$ cat config.mk
export PLATFORM = sky130hd
export DESIGN_NAME = xcore_irq_ctrl
export DESIGN_NICKNAME = d
export VERILOG_FILES = /design/src/rtl/xcore_irq_pkg.sv /design/src/rtl/xcore_bus_decode.sv /design/src/rtl/xcore_irq_slot.sv /design/src/rtl/xcore_read_mux.sv /design/src/rtl/xcore_irq_ctrl.sv
export SDC_FILE = /design/constraint.sdc
export NUM_CORES = 1
export LEC_CHECK = 0
export BUFFER_PORTS_ARGS = -buffer_cell sky130_fd_sc_hd__buf_4
export CAP_MARGIN = 30
export CORE_ASPECT_RATIO = 0.6
export CORE_UTILIZATION = 54
export DETAILED_ROUTE_END_ITERATION = 10
export PLACE_DENSITY = 0.77
export SLEW_MARGIN = 20
export SYNTH_ARGS = -nofsm -noshare
export SYNTH_HDL_FRONTEND = slang
export SYNTH_SLANG_ARGS = --single-unit
$ cat constraint.sdc
create_clock -name clk -period 1.55 [get_ports clk]
set_input_delay 0.155 -clock clk [delete_from_list [all_inputs] [get_ports clk]]
set_output_delay 0.155 -clock clk [all_outputs]
set_load 0.01 [all_outputs]
$ cat src/rtl/xcore_irq_pkg.sv
package xcore_irq_pkg;
  localparam int unsigned PEER_W = 14;
  localparam int unsigned MSG_W  = 16;
  localparam int unsigned WORD_W = 32;

  // control word as written by a core into its own window
  typedef struct packed {
    logic              clr;
    logic              raise;
    logic [PEER_W-1:0] peer;
    logic [MSG_W-1:0]  msg;
  } ctrl_word_t;

  // status word as seen by the receiving core
  typedef struct packed {
    logic              rsvd;
    logic              pend;
    logic [PEER_W-1:0] peer;
    logic [MSG_W-1:0]  msg;
  } stat_word_t;
endpackage

$ cat src/rtl/xcore_bus_decode.sv
module xcore_bus_decode
  import xcore_irq_pkg::*;
#(
  parameter int unsigned NUM_CORES = 4,
  parameter int unsigned IDX_W     = 2,
  localparam int unsigned ADDR_W   = IDX_W + 3
) (
  input  logic                 sel,
  input  logic                 wr,
  input  logic [ADDR_W-1:0]    addr,
  input  logic [WORD_W-1:0]    wdata,
  output ctrl_word_t           word,
  output logic [IDX_W-1:0]     win,
  output logic                 win_ok,
  output logic                 is_stat,
  output logic [NUM_CORES-1:0] ctrl_wr_oh,
  output logic [NUM_CORES-1:0] raise_oh,
  output logic                 rd_en
);
  logic any_ctrl_wr;

  assign word    = ctrl_word_t'(wdata);
  assign win     = addr[ADDR_W-1:3];
  assign is_stat = addr[2];
  assign win_ok  = 32'(win) < 32'(NUM_CORES);
  assign rd_en   = sel & ~wr;

  for (genvar n = 0; n < NUM_CORES; n++) begin : g_dec
    assign ctrl_wr_oh[n] = sel & wr & win_ok & ~is_stat & (win == IDX_W'(n));
    assign raise_oh[n]   = any_ctrl_wr & word.raise & (word.peer == PEER_W'(n));
  end

  assign any_ctrl_wr = |ctrl_wr_oh;
endmodule

$ cat src/rtl/xcore_irq_slot.sv
module xcore_irq_slot
  import xcore_irq_pkg::*;
#(
  parameter int unsigned IDX_W = 2
) (
  input  logic             clk,
  input  logic             rst_n,
  input  logic             set_i,
  input  logic             clr_i,
  input  logic [IDX_W-1:0] sender_i,
  input  logic [MSG_W-1:0] msg_i,
  output stat_word_t       stat_o
);
  logic              pend_q;
  logic [PEER_W-1:0] peer_q;
  logic [MSG_W-1:0]  msg_q;

  always_ff @(posedge clk) begin
    if (!rst_n) begin
      pend_q <= 1'b0;
      peer_q <= '0;
      msg_q  <= '0;
    end else if (set_i) begin
      // a raise wins over a clear arriving in the same cycle
      pend_q <= 1'b1;
      peer_q <= PEER_W'(sender_i);
      msg_q  <= msg_i;
    end else if (clr_i) begin
      pend_q <= 1'b0;
    end
  end

  assign stat_o = '{rsvd: 1'b0, pend: pend_q, peer: peer_q, msg: msg_q};
endmodule

$ cat src/rtl/xcore_read_mux.sv
module xcore_read_mux
  import xcore_irq_pkg::*;
#(
  parameter int unsigned NUM_CORES = 4,
  parameter int unsigned IDX_W     = 2
) (
  input  logic                              clk,
  input  logic                              rst_n,
  input  logic                              rd_en,
  input  logic                              rd_ok,
  input  logic                              rd_stat,
  input  logic [IDX_W-1:0]                  rd_win,
  input  logic [NUM_CORES-1:0][WORD_W-1:0]  ctrl_view,
  input  logic [NUM_CORES-1:0][WORD_W-1:0]  stat_view,
  output logic [WORD_W-1:0]                 rdata
);
  logic [WORD_W-1:0] pick;

  always_comb begin
    pick = '0;
    if (rd_ok) pick = rd_stat ? stat_view[rd_win] : ctrl_view[rd_win];
  end

  always_ff @(posedge clk) begin
    if (!rst_n)     rdata <= '0;
    else if (rd_en) rdata <= pick;
  end
endmodule

$ cat src/rtl/xcore_irq_ctrl.sv
module xcore_irq_ctrl
  import xcore_irq_pkg::*;
#(
  parameter int unsigned NUM_CORES = 4,
  localparam int unsigned IDX_W    = (NUM_CORES > 1) ? $clog2(NUM_CORES) : 1,
  localparam int unsigned ADDR_W   = IDX_W + 3
) (
  input  logic                 clk,
  input  logic                 rst_n,
  input  logic                 bus_sel,
  input  logic                 bus_wr,
  input  logic [ADDR_W-1:0]    bus_addr,
  input  logic [31:0]          bus_wdata,
  output logic [31:0]          bus_rdata,
  output logic [NUM_CORES-1:0] irq_out
);
  ctrl_word_t                        word;
  logic [IDX_W-1:0]                  win;
  logic                              win_ok, is_stat, rd_en;
  logic [NUM_CORES-1:0]              ctrl_wr_oh, raise_oh;
  logic [NUM_CORES-1:0][WORD_W-1:0]  ctrl_view, stat_view;

  xcore_bus_decode #(.NUM_CORES(NUM_CORES), .IDX_W(IDX_W)) u_dec (
    .sel(bus_sel), .wr(bus_wr), .addr(bus_addr), .wdata(bus_wdata),
    .word(word), .win(win), .win_ok(win_ok), .is_stat(is_stat),
    .ctrl_wr_oh(ctrl_wr_oh), .raise_oh(raise_oh), .rd_en(rd_en)
  );

  for (genvar n = 0; n < NUM_CORES; n++) begin : g_core
    stat_word_t              stat;
    logic [PEER_W+MSG_W-1:0] shadow_q;

    xcore_irq_slot #(.IDX_W(IDX_W)) u_slot (
      .clk(clk), .rst_n(rst_n),
      .set_i(raise_oh[n]), .clr_i(ctrl_wr_oh[n] & word.clr),
      .sender_i(win), .msg_i(word.msg), .stat_o(stat)
    );

    always_ff @(posedge clk) begin
      if (!rst_n)             shadow_q <= '0;
      else if (ctrl_wr_oh[n]) shadow_q <= {word.peer, word.msg};
    end

    assign stat_view[n] = stat;
    assign ctrl_view[n] = {2'b00, shadow_q};
    assign irq_out[n]   = stat.pend;
  end

  xcore_read_mux #(.NUM_CORES(NUM_CORES), .IDX_W(IDX_W)) u_rd (
    .clk(clk), .rst_n(rst_n), .rd_en(rd_en), .rd_ok(win_ok),
    .rd_stat(is_stat), .rd_win(win),
    .ctrl_view(ctrl_view), .stat_view(stat_view), .rdata(bus_rdata)
  );
endmodule

==> results.py <==
metrics = {
    "die": {
        "row_count": 37,
        "die_w_um": 174.2,
        "die_area_mm2": 0.01835,
        "io_pins": 77,
        "die_h_um": 105.3,
        "start_util_pct": 55.65,
        "core_area_mm2": 0.01727,
    },
    "synthesis": {
        "async_reset_ff_share_pct": 0,
        "muxShareOfSynthArea_pct": 18.98,
        "seq_area_frac_synth_pct": 47.29,
        "yosysMostFrequentCell": "nand2_1",
        "netlist_top_cells_count": "nand2_1 (333), dfxtp_1 (227), a21boi_0 (114)",
        "synthXorXnorAreaFrac_pct": 0,
        "synthAdderAreaFrac_pct": 0,
        "synth_top_area_cell": "dfxtp_1",
        "synth_nets": 1042,
        "synth_edf_count": 0,
        "synthSimpleGateAreaFrac_pct": 16.21,
        "synthTopCellsByArea": "dfxtp_1 (47%), nand2_1 (13%), mux4_2 (11%), a21boi_0 (8.9%), mux2i_1 (7.5%)",
        "avgSynthCellArea_um2": 9.600,
        "synth-main-ff-cell": "dfxtp_1",
        "synth_top_area_share_pct": 47.29,
        "synth_top_family_by_area": "multiplexers",
        "synth_area_mm2": 0.009609,
        "syn_inst": 1001,
        "synth_warnings": 0,
        "synth_compound_area_share_pct": 13.10,
        "synth_cell_types": 32,
        "ys_ff_latch": 227,
    },
    "timing": {
        "hold_viol_final": 0,
        "setup_viol": 0,
        "fmaxAchievable_mhz": 699.7,
        "final.setup_skew_ns": 0.008344,
        "min_period_over_period_pct": 92.21,
        "fin_ws_ns": 0.1207,
        "min_period_ns": 1.429,
        "maxSlewViolCount": 0,
        "hold_ws_ns": 0.03381,
    },
    "placed_design": {
        "routabilityCongestion": 0.8301,
        "port_buffers": 73,
        "dp_cells": 1288,
        "place_hpwl_um": 16510,
        "dp_slack_ns": -0.4628,
    },
    "clock_network": {
        "cts_made_buffers": 21,
        "path_clk_slew_ns": 0.07,
        "h-tree-depth": 1,
        "clock_path_buffers": 3,
        "cts_tree": "done",
        "ctsRootBufferMaster": "clkbuf_16",
        "cts.sinks": 227,
        "clk_latency_ns": 0.50,
    },
    "layout": {
        "drive_gt1_share_pct": 20.83,
        "final_nets": 1143,
        "syn_to_final_growth_pct": 22.79,
        "stdcell_count": 1348,
        "n_fill_cell": 1309,
        "antennaDiodeCount": 0,
    },
    "setup_path": {
        "crit_buf_inv": 4,
        "cpMostUsedCell": "buf_4",
        "worstSetupStartpointType": "input pin",
        "cp-end-kind": "flip-flop",
        "cp_top_family": "simple AND/OR/NAND/NOR gates",
        "crit_path_max_incr_delay_ns": 0.40,
        "crit_arrival_ns": 1.81,
        "cp_cell_sequence": "buf_4 > nor4_2 > buf_4 > nand4_1 > buf_4 > or3_1 > buf_12 > mux2i_1",
        "cp_max_fo": 18,
        "critPathKind": "input pin to flip-flop",
        "cp_data_required_time_ns": 1.93,
        "cpMaxStageDelayCell": "or3_1",
    },
    "route": {
        "wl_um": 25230,
        "num_vias": 7752,
        "viasPerCell": 5.751,
        "wl_per_cell_um": 18.71,
        "drc": 0,
        "drtIter0Drc": 763,
        "first_pass_iters": 4,
        "ant_nets": 0,
    },
    "global_routing": {
        "grt_pass1_wl_um": 40320,
        "antenna_found_initial": 0,
        "grt_pass1_vias": 7586,
        "track_usage_pct": 27.67,
        "overflow": 0,
        "grt_max_degree": 57,
    },
    "pwr": {
        "leakage_nw": 4.337,
        "power.density_mw_per_mm2": 1020,
        "peakVddDrop_mv": 0.7001,
    },
    "hold_path": {
        "min_path_type": "input pin to flip-flop",
    },
    "outcome": {
        "status": "complete, no violations",
    },
    "job": {
        "maxCapViolCount": 0,
    },
}
==> logic make-up after synthesis <==
| logic type | after synthesis |
|---|---|
| mux | 121 |
| flops | 227 |
| simple gates | 387 |
| compound gates | 177 |
| buf+inv | 88 |
| other cells | 1 |
==> state kept, by name (all words and copies together), names as in the netlist <==
name / cells
g_core.shadow_q: 120
g_core.u_slot.msg_q: 64
u_rd.rdata: 31
g_core.u_slot.peer_q: 8
g_core.u_slot.pend_q: 4
==> worst paths after layout <==
kind | start | to | slack (ns) | cells past startpoint
hold / removal | bus_wdata[31] | g_core[2].u_slot.pend_q$_SDFFE_PN0P_ | 0.03 | 3
setup / recovery | bus_wdata[24] | g_core[3].u_slot.peer_q[0]$_SDFFE_PN0P_ | 0.12 | 8
setup reg to reg | g_core[1].u_slot.msg_q[3]$_SDFFE_PN0P_ | u_rd.rdata[3]$_SDFFE_PN0P_ | 0.26 | 3
hold reg to reg | g_core[0].shadow_q[17]$_SDFFE_PN0N_ | g_core[0].shadow_q[17]$_SDFFE_PN0N_ | 0.45 | 2
==> final cells by class <==
class / count / area, µm² / share of cell area (%)
multi-input combinational: 686 / 4712 / 39.94
timing repair buffer: 164 / 1559 / 13.21
sequential: 227 / 4544 / 38.52
inverter: 2 / 7.507 / 0.06363
tap: 234 / 292.8 / 2.481
clock buffer: 28 / 611.8 / 5.186
clock inverter: 7 / 71.32 / 0.6045
==> placed cells by master (no fill, tap or decap), drive strengths merged, types with 3 or more instances in the layout <==
| cell | synthesis | layout |
|---|---|---|
| nor2 | 20 | 20 |
| clkinv | 0 | 6 |
| nand2 | 333 | 333 |
| a21boi | 125 | 125 |
| nor2b | 13 | 13 |
| a22oi | 12 | 12 |
| mux4 | 49 | 49 |
| nand3b | 3 | 3 |
| o21a | 3 | 3 |
| nor4 | 3 | 3 |
| buf | 42 | 140 |
| mux2i | 72 | 72 |
| clkbuf | 44 | 28 |
| o22ai | 18 | 18 |
| dlygate4sd3 | 0 | 23 |
| dfxtp | 227 | 227 |
| o21ai | 19 | 19 |
==> worst reg2reg max path: cells and delay by family, from the launching register on <==
| kind | cells | cell delay, ns |
|---|---|---|
| compound gates | 1 | 0.30 |
| flops | 1 | 0.32 |
| mux | 1 | 0.47 |
| simple gates | 1 | 0.09 |
==> stage by stage <==
step                      setup TNS [ns]  area (µm²)  total power, mW  util, %
after floorplan                        0        9612            6.485        -
after global placement            -22.33       10820            6.897    62.67
after detailed placement          -28.89       10820            6.910    62.67
after CTS                              0       11740            12.06    67.96
after global routing            -0.01678       11800            12.38    68.33
final                                  0       11800            12.04    68.33
==> routing by layer <==
metal / vias up / wire length, µm / track usage (%)
li1: 3612 / - / -
met1: 3815 / 11420 / 39.19
met2: 278 / 11490 / 43.97
met3: 47 / 1784 / 4.473
met4: 0 / 533 / 7.393
met5: - / 0 / 0
==> where the power goes <==
part           leakage, nW  internal (mW)  switching [mW]
combinational         2.16          0.421           0.486
sequential            1.83           5.90          0.0362
clock                0.344           2.94            2.25
==> timing repair <==
| item | in CTS | in global routing |
|---|---|---|
| hold endpoints to repair | 98 | 0 |
| buffers inserted | 0 | 1 |
| hold buffers | 23 | 0 |
| setup endpoints to repair | 0 | 29 |
| resized for setup | 0 | 5 |
Power figures use the tool's default switching activity.
